## src/rtl/rx_fifo_pkg.sv

```systemverilog
package rx_fifo_pkg;
  localparam int unsigned TRIG_SEL_W = 2;

  function automatic int unsigned trig_level(input logic [TRIG_SEL_W-1:0] sel);
    case (sel)
      2'd0:    return 1;
      2'd1:    return 4;
      2'd2:    return 8;
      default: return 14;
    endcase
  endfunction
endpackage

```

## src/rtl/rx_byte_store.sv

```systemverilog
module rx_byte_store #(
  parameter int unsigned DEPTH  = 16,
  parameter int unsigned DATA_W = 8,
  localparam int unsigned CNT_W = $clog2(DEPTH + 1),
  localparam int unsigned PTR_W = $clog2(DEPTH)
) (
  input  logic              clk_i,
  input  logic              rst_ni,
  input  logic              push_i,
  input  logic [DATA_W-1:0] data_i,
  input  logic              pop_i,
  output logic [DATA_W-1:0] head_o,
  output logic [CNT_W-1:0]  count_o,
  output logic [CNT_W-1:0]  count_nxt_o,
  output logic              push_ok_o,
  output logic              overrun_o
);
  logic [DATA_W-1:0] mem_q [DEPTH];
  logic [PTR_W-1:0]  wr_ptr_q, rd_ptr_q;
  logic [CNT_W-1:0]  count_q;
  logic              overrun_q;
  logic              pop_ok;

  function automatic logic [PTR_W-1:0] ptr_inc(input logic [PTR_W-1:0] p);
    return (p == PTR_W'(DEPTH - 1)) ? '0 : p + 1'b1;
  endfunction

  assign push_ok_o   = push_i && (count_q != CNT_W'(DEPTH));
  assign pop_ok      = pop_i && (count_q != '0);
  assign count_nxt_o = count_q + CNT_W'(push_ok_o) - CNT_W'(pop_ok);
  assign head_o      = (count_q == '0) ? '0 : mem_q[rd_ptr_q];
  assign count_o     = count_q;
  assign overrun_o   = overrun_q;

  always_ff @(posedge clk_i) begin
    if (push_ok_o) mem_q[wr_ptr_q] <= data_i;
  end

  always_ff @(posedge clk_i or negedge rst_ni) begin
    if (!rst_ni) begin
      wr_ptr_q  <= '0;
      rd_ptr_q  <= '0;
      count_q   <= '0;
      overrun_q <= 1'b0;
    end else begin
      if (push_ok_o) wr_ptr_q <= ptr_inc(wr_ptr_q);
      if (pop_ok)    rd_ptr_q <= ptr_inc(rd_ptr_q);
      count_q   <= count_nxt_o;
      overrun_q <= push_i && !push_ok_o;
    end
  end


  fill_max_chk: assert property (@(posedge clk_i) disable iff (!rst_ni)
    count_q <= CNT_W'(DEPTH));

  empty_pop_chk: assert property (@(posedge clk_i) disable iff (!rst_ni)
    (pop_i && count_q == '0 && !push_i) |=> (count_q == '0 && $stable(rd_ptr_q)));

  overrun_src_chk: assert property (@(posedge clk_i) disable iff (!rst_ni)
    overrun_q |-> ($past(push_i) && $past(count_q) == CNT_W'(DEPTH)));
endmodule

```

## src/rtl/rx_idle_timer.sv

```systemverilog
module rx_idle_timer #(
  parameter int unsigned LIMIT = 15,
  localparam int unsigned CW   = $clog2(LIMIT + 1)
) (
  input  logic clk_i,
  input  logic rst_ni,
  input  logic clear_i,
  input  logic restart_i,
  input  logic tick_i,
  input  logic enable_i,
  output logic fire_o
);
  logic [CW-1:0] cnt_q;
  logic          running_q;
  logic          adv;

  assign adv    = !clear_i && !restart_i && running_q && tick_i && enable_i;
  assign fire_o = adv && (cnt_q == CW'(LIMIT - 1));

  always_ff @(posedge clk_i or negedge rst_ni) begin
    if (!rst_ni) begin
      cnt_q     <= '0;
      running_q <= 1'b0;
    end else if (clear_i) begin
      cnt_q     <= '0;
      running_q <= 1'b0;
    end else if (restart_i) begin
      cnt_q     <= '0;
      running_q <= 1'b1;
    end else if (fire_o) begin
      cnt_q     <= '0;
      running_q <= 1'b0;
    end else if (adv) begin
      cnt_q     <= cnt_q + 1'b1;
    end
  end


  restart_chk: assert property (@(posedge clk_i) disable iff (!rst_ni)
    (restart_i && !clear_i) |=> (running_q && cnt_q == '0));

  one_shot_chk: assert property (@(posedge clk_i) disable iff (!rst_ni)
    (fire_o && !restart_i) |=> !fire_o);

  standby_stop_chk: assert property (@(posedge clk_i) disable iff (!rst_ni)
    clear_i |=> !running_q);
endmodule

```

## src/rtl/rx_flag_cell.sv

```systemverilog
module rx_flag_cell (
  input  logic clk_i,
  input  logic rst_ni,
  input  logic clear_i,
  input  logic set_i,
  input  logic clr_ok_i,
  input  logic rd_i,
  input  logic wr_i,
  input  logic wbit_i,
  output logic flag_o
);
  logic flag_q, arm_q, wr_zero;

  assign wr_zero = wr_i && !wbit_i;
  assign flag_o  = flag_q;

  always_ff @(posedge clk_i or negedge rst_ni) begin
    if (!rst_ni) begin
      flag_q <= 1'b0;
      arm_q  <= 1'b0;
    end else if (clear_i) begin
      flag_q <= 1'b0;
      arm_q  <= 1'b0;
    end else begin
      if (set_i)                            flag_q <= 1'b1;
      else if (wr_zero && arm_q && clr_ok_i) flag_q <= 1'b0;
      if (rd_i && flag_q) arm_q <= 1'b1;
      else if (wr_zero)   arm_q <= 1'b0;
    end
  end


  flag_fall_chk: assert property (@(posedge clk_i) disable iff (!rst_ni)
    $fell(flag_q) |-> ($past(clear_i) ||
      ($past(wr_zero) && $past(arm_q) && $past(clr_ok_i))));

  set_wins_chk: assert property (@(posedge clk_i) disable iff (!rst_ni)
    (set_i && !clear_i) |=> flag_q);

  standby_clr_chk: assert property (@(posedge clk_i) disable iff (!rst_ni)
    clear_i |=> (!flag_q && !arm_q));
endmodule

```

## src/rtl/rx_fifo_flags.sv

```systemverilog
module rx_fifo_flags
  import rx_fifo_pkg::*;
#(
  parameter int unsigned DEPTH       = 16,
  parameter int unsigned DATA_W      = 8,
  parameter int unsigned TIMEOUT_ETU = 15,
  localparam int unsigned CNT_W      = $clog2(DEPTH + 1)
) (
  input  logic                  clk_i,
  input  logic                  rst_ni,
  input  logic                  standby_i,
  input  logic                  rx_valid_i,
  input  logic [DATA_W-1:0]     rx_data_i,
  input  logic                  stop_end_i,
  input  logic                  etu_tick_i,
  input  logic                  pop_i,
  output logic [DATA_W-1:0]     pop_data_o,
  output logic [CNT_W-1:0]      fill_o,
  input  logic [TRIG_SEL_W-1:0] trig_sel_i,
  input  logic                  flag_rd_i,
  input  logic                  flag_wr_i,
  input  logic [1:0]            flag_wdata_i,
  output logic                  full_flag_o,
  output logic                  ready_flag_o,
  output logic                  overrun_o
);
  logic [CNT_W-1:0] count, count_nxt, trig_lvl;
  logic             push_ok, fire, below_trig;

  assign trig_lvl   = CNT_W'(trig_level(trig_sel_i));
  assign below_trig = count < trig_lvl;
  assign fill_o     = count;

  rx_byte_store #(.DEPTH(DEPTH), .DATA_W(DATA_W)) u_store (
    .clk_i, .rst_ni,
    .push_i(rx_valid_i), .data_i(rx_data_i), .pop_i,
    .head_o(pop_data_o), .count_o(count), .count_nxt_o(count_nxt),
    .push_ok_o(push_ok), .overrun_o
  );

  rx_idle_timer #(.LIMIT(TIMEOUT_ETU)) u_timer (
    .clk_i, .rst_ni,
    .clear_i(standby_i), .restart_i(stop_end_i), .tick_i(etu_tick_i),
    .enable_i(count != '0), .fire_o(fire)
  );

  rx_flag_cell u_full (
    .clk_i, .rst_ni, .clear_i(standby_i),
    .set_i(push_ok && count_nxt >= trig_lvl), .clr_ok_i(below_trig),
    .rd_i(flag_rd_i), .wr_i(flag_wr_i), .wbit_i(flag_wdata_i[1]),
    .flag_o(full_flag_o)
  );

  rx_flag_cell u_ready (
    .clk_i, .rst_ni, .clear_i(standby_i),
    .set_i(fire && below_trig), .clr_ok_i(1'b1),
    .rd_i(flag_rd_i), .wr_i(flag_wr_i), .wbit_i(flag_wdata_i[0]),
    .flag_o(ready_flag_o)
  );


  full_rise_chk: assert property (@(posedge clk_i) disable iff (!rst_ni)
    $rose(full_flag_o) |-> ($past(rx_valid_i) && fill_o >= $past(trig_lvl)));

  full_clear_level_chk: assert property (@(posedge clk_i) disable iff (!rst_ni)
    $fell(full_flag_o) |-> ($past(standby_i) || $past(fill_o) < $past(trig_lvl)));
endmodule

```

## config.mk

```make
export PLATFORM = sky130hd
export DESIGN_NAME = rx_fifo_flags
export DESIGN_NICKNAME = d
export VERILOG_FILES = /design/src/rtl/rx_fifo_pkg.sv /design/src/rtl/rx_byte_store.sv /design/src/rtl/rx_idle_timer.sv /design/src/rtl/rx_flag_cell.sv /design/src/rtl/rx_fifo_flags.sv
export SDC_FILE = /design/constraint.sdc
export NUM_CORES = 1
export LEC_CHECK = 0
export BUFFER_PORTS_ARGS = -buffer_cell sky130_fd_sc_hd__clkbuf_2
export CAP_MARGIN = 25
export CORE_MARGIN = 1.5
export CORE_UTILIZATION = 60
export DETAILED_ROUTE_END_ITERATION = 6
export GPL_TIMING_DRIVEN = 1
export PLACE_DENSITY_LB_ADDON = 0.2
export REMOVE_ABC_BUFFERS = 1
export SLEW_MARGIN = 20
export SYNTH_ARGS = -nofsm -noshare
export SYNTH_HDL_FRONTEND = slang
export SYNTH_SLANG_ARGS = --single-unit
```

## constraint.sdc

```tcl
create_clock -name clk_i -period 5 [get_ports clk_i]
set_input_delay 0.75 -clock clk_i [delete_from_list [all_inputs] [get_ports clk_i]]
set_output_delay 0.75 -clock clk_i [all_outputs]
set_load 0.02 [all_outputs]
```

==> reports/qor.txt <==
Avg Cell Area, Syn -> 17.5 um2
Core Footprint -> 10300 um2
Yosys Warn Count -> 0
HP Class -> in -> async
period utilization -> 72.0%
PwrDens -> 592 nW/um2
root buffer cell -> clkbuf_8
Slew HR -> 32.4%
GRT Total Usage -> 24.5%
skew final -> 0.0113 ns
Crit path required time -> 4.25 ns
I/O Buffers -> 36
largest net degree at the start of global routing -> 24
Reg power frac -> 39.8%
Post-DP HPWL -> 7.73 mm
antenna viol nets, final -> 0
Vias -> 3419
Ports -> 37
first-pass GRT wire length -> 19.5 mm
Ant. Diodes -> 0
Synth Instances -> 363
final worst setup slack -> 1.40 ns
hold buffer count at cts -> 0
Final TNS setup -> 0 ns
Netlist cell types -> 40
Post-Route WL -> 13.1 mm
switching portion of total power -> 32.7%
H-tree depth -> 4
CP Class -> reg -> out
Bufs on Longest Clock Path -> 2
Die H -> 106 um
Die Area -> 11200 um2
Skew-Pair Late Insertion Delay -> 0.52 ns
Seq/Total Area, Yosys -> 69.5%
CTS clk-pin slew, worst paths -> 0.06 ns
number of global-route vias before repair -> 3537
Int Pwr -> 0.00290 W
max frequency -> 278 MHz
clock sink count -> 151
Die W -> 106 um
WL/cell -> 23.4 um
CTS tree -> done
Clk pwr share -> 28.8%
min Tclk post-route -> 3.60 ns
post-synth top area cell -> edfxtp_1
P_leak -> 2.62 nW
nets -> 452
FP Rows -> 37
cells along the critical path -> buf_4 > mux4_2 > mux2i_1 > o22ai_1 > clkbuf_2
top cell type's share of synthesized area -> 60.5%
crit path DAT -> 2.85 ns
Initial DRC Count -> 387
Pre-antenna DRT Iters -> 5
initial antenna violation count -> 0
TritonCTS Buffers -> 17
PostCTS Resize Cnt -> 0
global placement routability congestion -> 0.822
GRT Residual Overflow -> 0
MaxCap Viol Count -> 0
Least-Margin Pin Slew -> 1.01 ns
drt drc -> 0
setup bufs post-CTS -> 0
Max Slew Vio Count -> 0
RSZ-0062 raised after global routing -> false
Worst setup SP type -> register
cells on worst reg2reg path -> 15
synthesized area -> 6350 um2
top post-synthesis cells by area -> edfxtp_1 (60%), mux4_2 (11%), dfrtp_1 (9.1%)
VDD IR-drop max -> 0.362 mV
critical path capture point type -> primary output
#FFs+latches synth -> 151
Gate power share -> 31.5%
area grow syn2layout -> 14.5%
Psw -> 0.00141 W
Starting Density -> 61.8%
Crit path largest cell delay -> 0.77 ns
crit path max-delay cell type -> dfrtp_2
critical path peak fanout -> 21
Setup-failing EPs final -> 0
outcome -> finished, final reports clean
layout cells sized above 1 -> 26.5%
Fin. Hold Viols -> 0
DP Worst Slack -> 1.49 ns
vias per inst -> 6.12
==> cell usage in the layout (no fill, tap or decap), types with 2 or more instances in the layout <==
master	Yosys	routed
edfxtp_1	128	128
clkbuf_2	0	36
mux4_2	32	32
dfrtp_1	23	22
ha_1	20	20
nor2_1	19	19
inv_1	17	17
mux2i_1	16	16
clkbuf_16	0	16
nand2_1	11	11
a21oi_1	10	10
o21ai_0	10	10
nor3_1	9	9
o22ai_1	8	8
buf_4	2	7
nand2b_1	6	6
nand4_1	5	5
xnor2_1	4	4
clkinvlp_4	0	4
and3_1	3	3
nand3_1	3	3
clkinv_2	0	3
bufinv_16	0	3
a21o_1	2	2
xor2_1	2	2
mux2_2	2	2
o31ai_1	2	2
a22oi_1	2	2
clkbuf_1	3	2
clkinv_4	0	2
==> kinds of logic after synthesis <==
group,count (synthesis),synth area share [%]
flops,151,69.5
simple gates,64,5.20
mux,50,14.2
compound gates,38,3.56
buf+inv,33,2.40
fa+ha+maj,21,4.25
xor+xnor,6,0.827
==> area by class of cell <==
| type | count | area [um2] |
|---|---|---|
| Inverter | 17 | 63.8 |
| Clock inverter | 13 | 156 |
| Multi-Input combinational cell | 179 | 1780 |
| Tap cell | 136 | 170 |
| Clock buffer | 19 | 422 |
| Timing Repair Buffer | 44 | 260 |
| Sequential cell | 151 | 4420 |
| Fill cell | 664 | 3000 |
==> power groups by stage <==
stage / clock [W] / combinational [W] / sequential [W]
after floorplan: 0 / 0.000873 / 0.00177
after global placement: 0 / 0.00127 / 0.00174
after detailed placement: 0 / 0.00130 / 0.00175
after CTS: 0.00125 / 0.00132 / 0.00173
after global routing: 0.00130 / 0.00149 / 0.00174
final: 0.00124 / 0.00136 / 0.00171
==> sequential cells by signal (all words and copies together), names as in the netlist <==
register / flops
u_full.arm_q: 1
u_full.flag_o: 1
u_ready.arm_q: 1
u_ready.flag_o: 1
u_store.count_o: 5
u_store.mem_q: 128
u_store.overrun_o: 1
u_store.rd_ptr_q: 4
u_store.wr_ptr_q: 4
u_timer.cnt_q: 4
u_timer.running_q: 1
==> path summary, 6_finish.rpt <==
| kind | startpoint | to | slack, ns |
|---|---|---|---|
| setup / recovery | u_store.rd_ptr_q[0]$_DFFE_PN0P_ | pop_data_o[0] | 1.40 |
| hold / removal | rst_ni | u_ready.arm_q$_DFFE_PN0P_ | 0.22 |
| setup reg to reg | u_store.count_o[3]$_DFF_PN0_ | u_full.flag_o$_DFFE_PN0P_ | 1.49 |
| hold reg to reg | u_timer.cnt_q[2]$_DFFE_PN0P_ | u_timer.cnt_q[2]$_DFFE_PN0P_ | 0.52 |
| max in group asynchronous | rst_ni | u_store.rd_ptr_q[0]$_DFFE_PN0P_ | 4.34 |
| min in group clk_i | stop_end_i | u_timer.cnt_q[1]$_DFFE_PN0P_ | 0.46 |
==> routing by layer <==
metal	vias up	GRT usage [%]	part of all wire [%]
met5	-	0	0
met3	21	5.95	6.9
li1	1514	-	-
met1	1720	31.8	39
met4	0	6.47	1.4
met2	164	41.9	52
==> synth_stat cells <==
master and count:
a22o_1 1, a31oi_1 1, nor2b_1 1, or4_1 1, inv_1 17, edfxtp_1 128
a21boi_0 1, or2b_1 1, nand2_1 11, nand2_2 1, o22ai_1 8, xnor2_1 4
or4b_4 1, and3_1 3, nand3_1 3, buf_1 4, mux2_2 2, nor3_1 9
nor2_1 19, o41ai_1 1, clkbuf_1 3, buf_6 2, xor2_1 2, and4_4 1
o31ai_1 2, ha_1 20, a21oi_1 10, buf_4 2, o21ai_0 10, dfrtp_1 23
mux2i_1 16, nor2_4 1, a21o_1 2, nand2b_1 6, mux4_2 32, nand4_1 5
a22oi_1 2, fa_1 1, and2_1 1, buf_2 5
==> stage by stage <==
stage	instances	total power [W]	cell area [um2]	hold slack, ns	utilization [%]
global route	559	0.00452	7280	0.274	70.8
finish	559	0.00431	7280	0.220	70.8
global placement	526	0.00301	6670	0.478	64.9
detailed placement	526	0.00305	6670	0.497	64.9
floorplan	347	0.00264	6270	0.449	-
CTS	558	0.00430	7250	0.232	70.5
==> critical path, delay by kind of cell, from the launching register on <==
kind            cells  cell delay (ns)
mux                 2             0.80
compound gates      1             0.12
buf+inv             2             0.63
flops               1             0.77
Note: power is estimated with default switching activity, not from simulation.
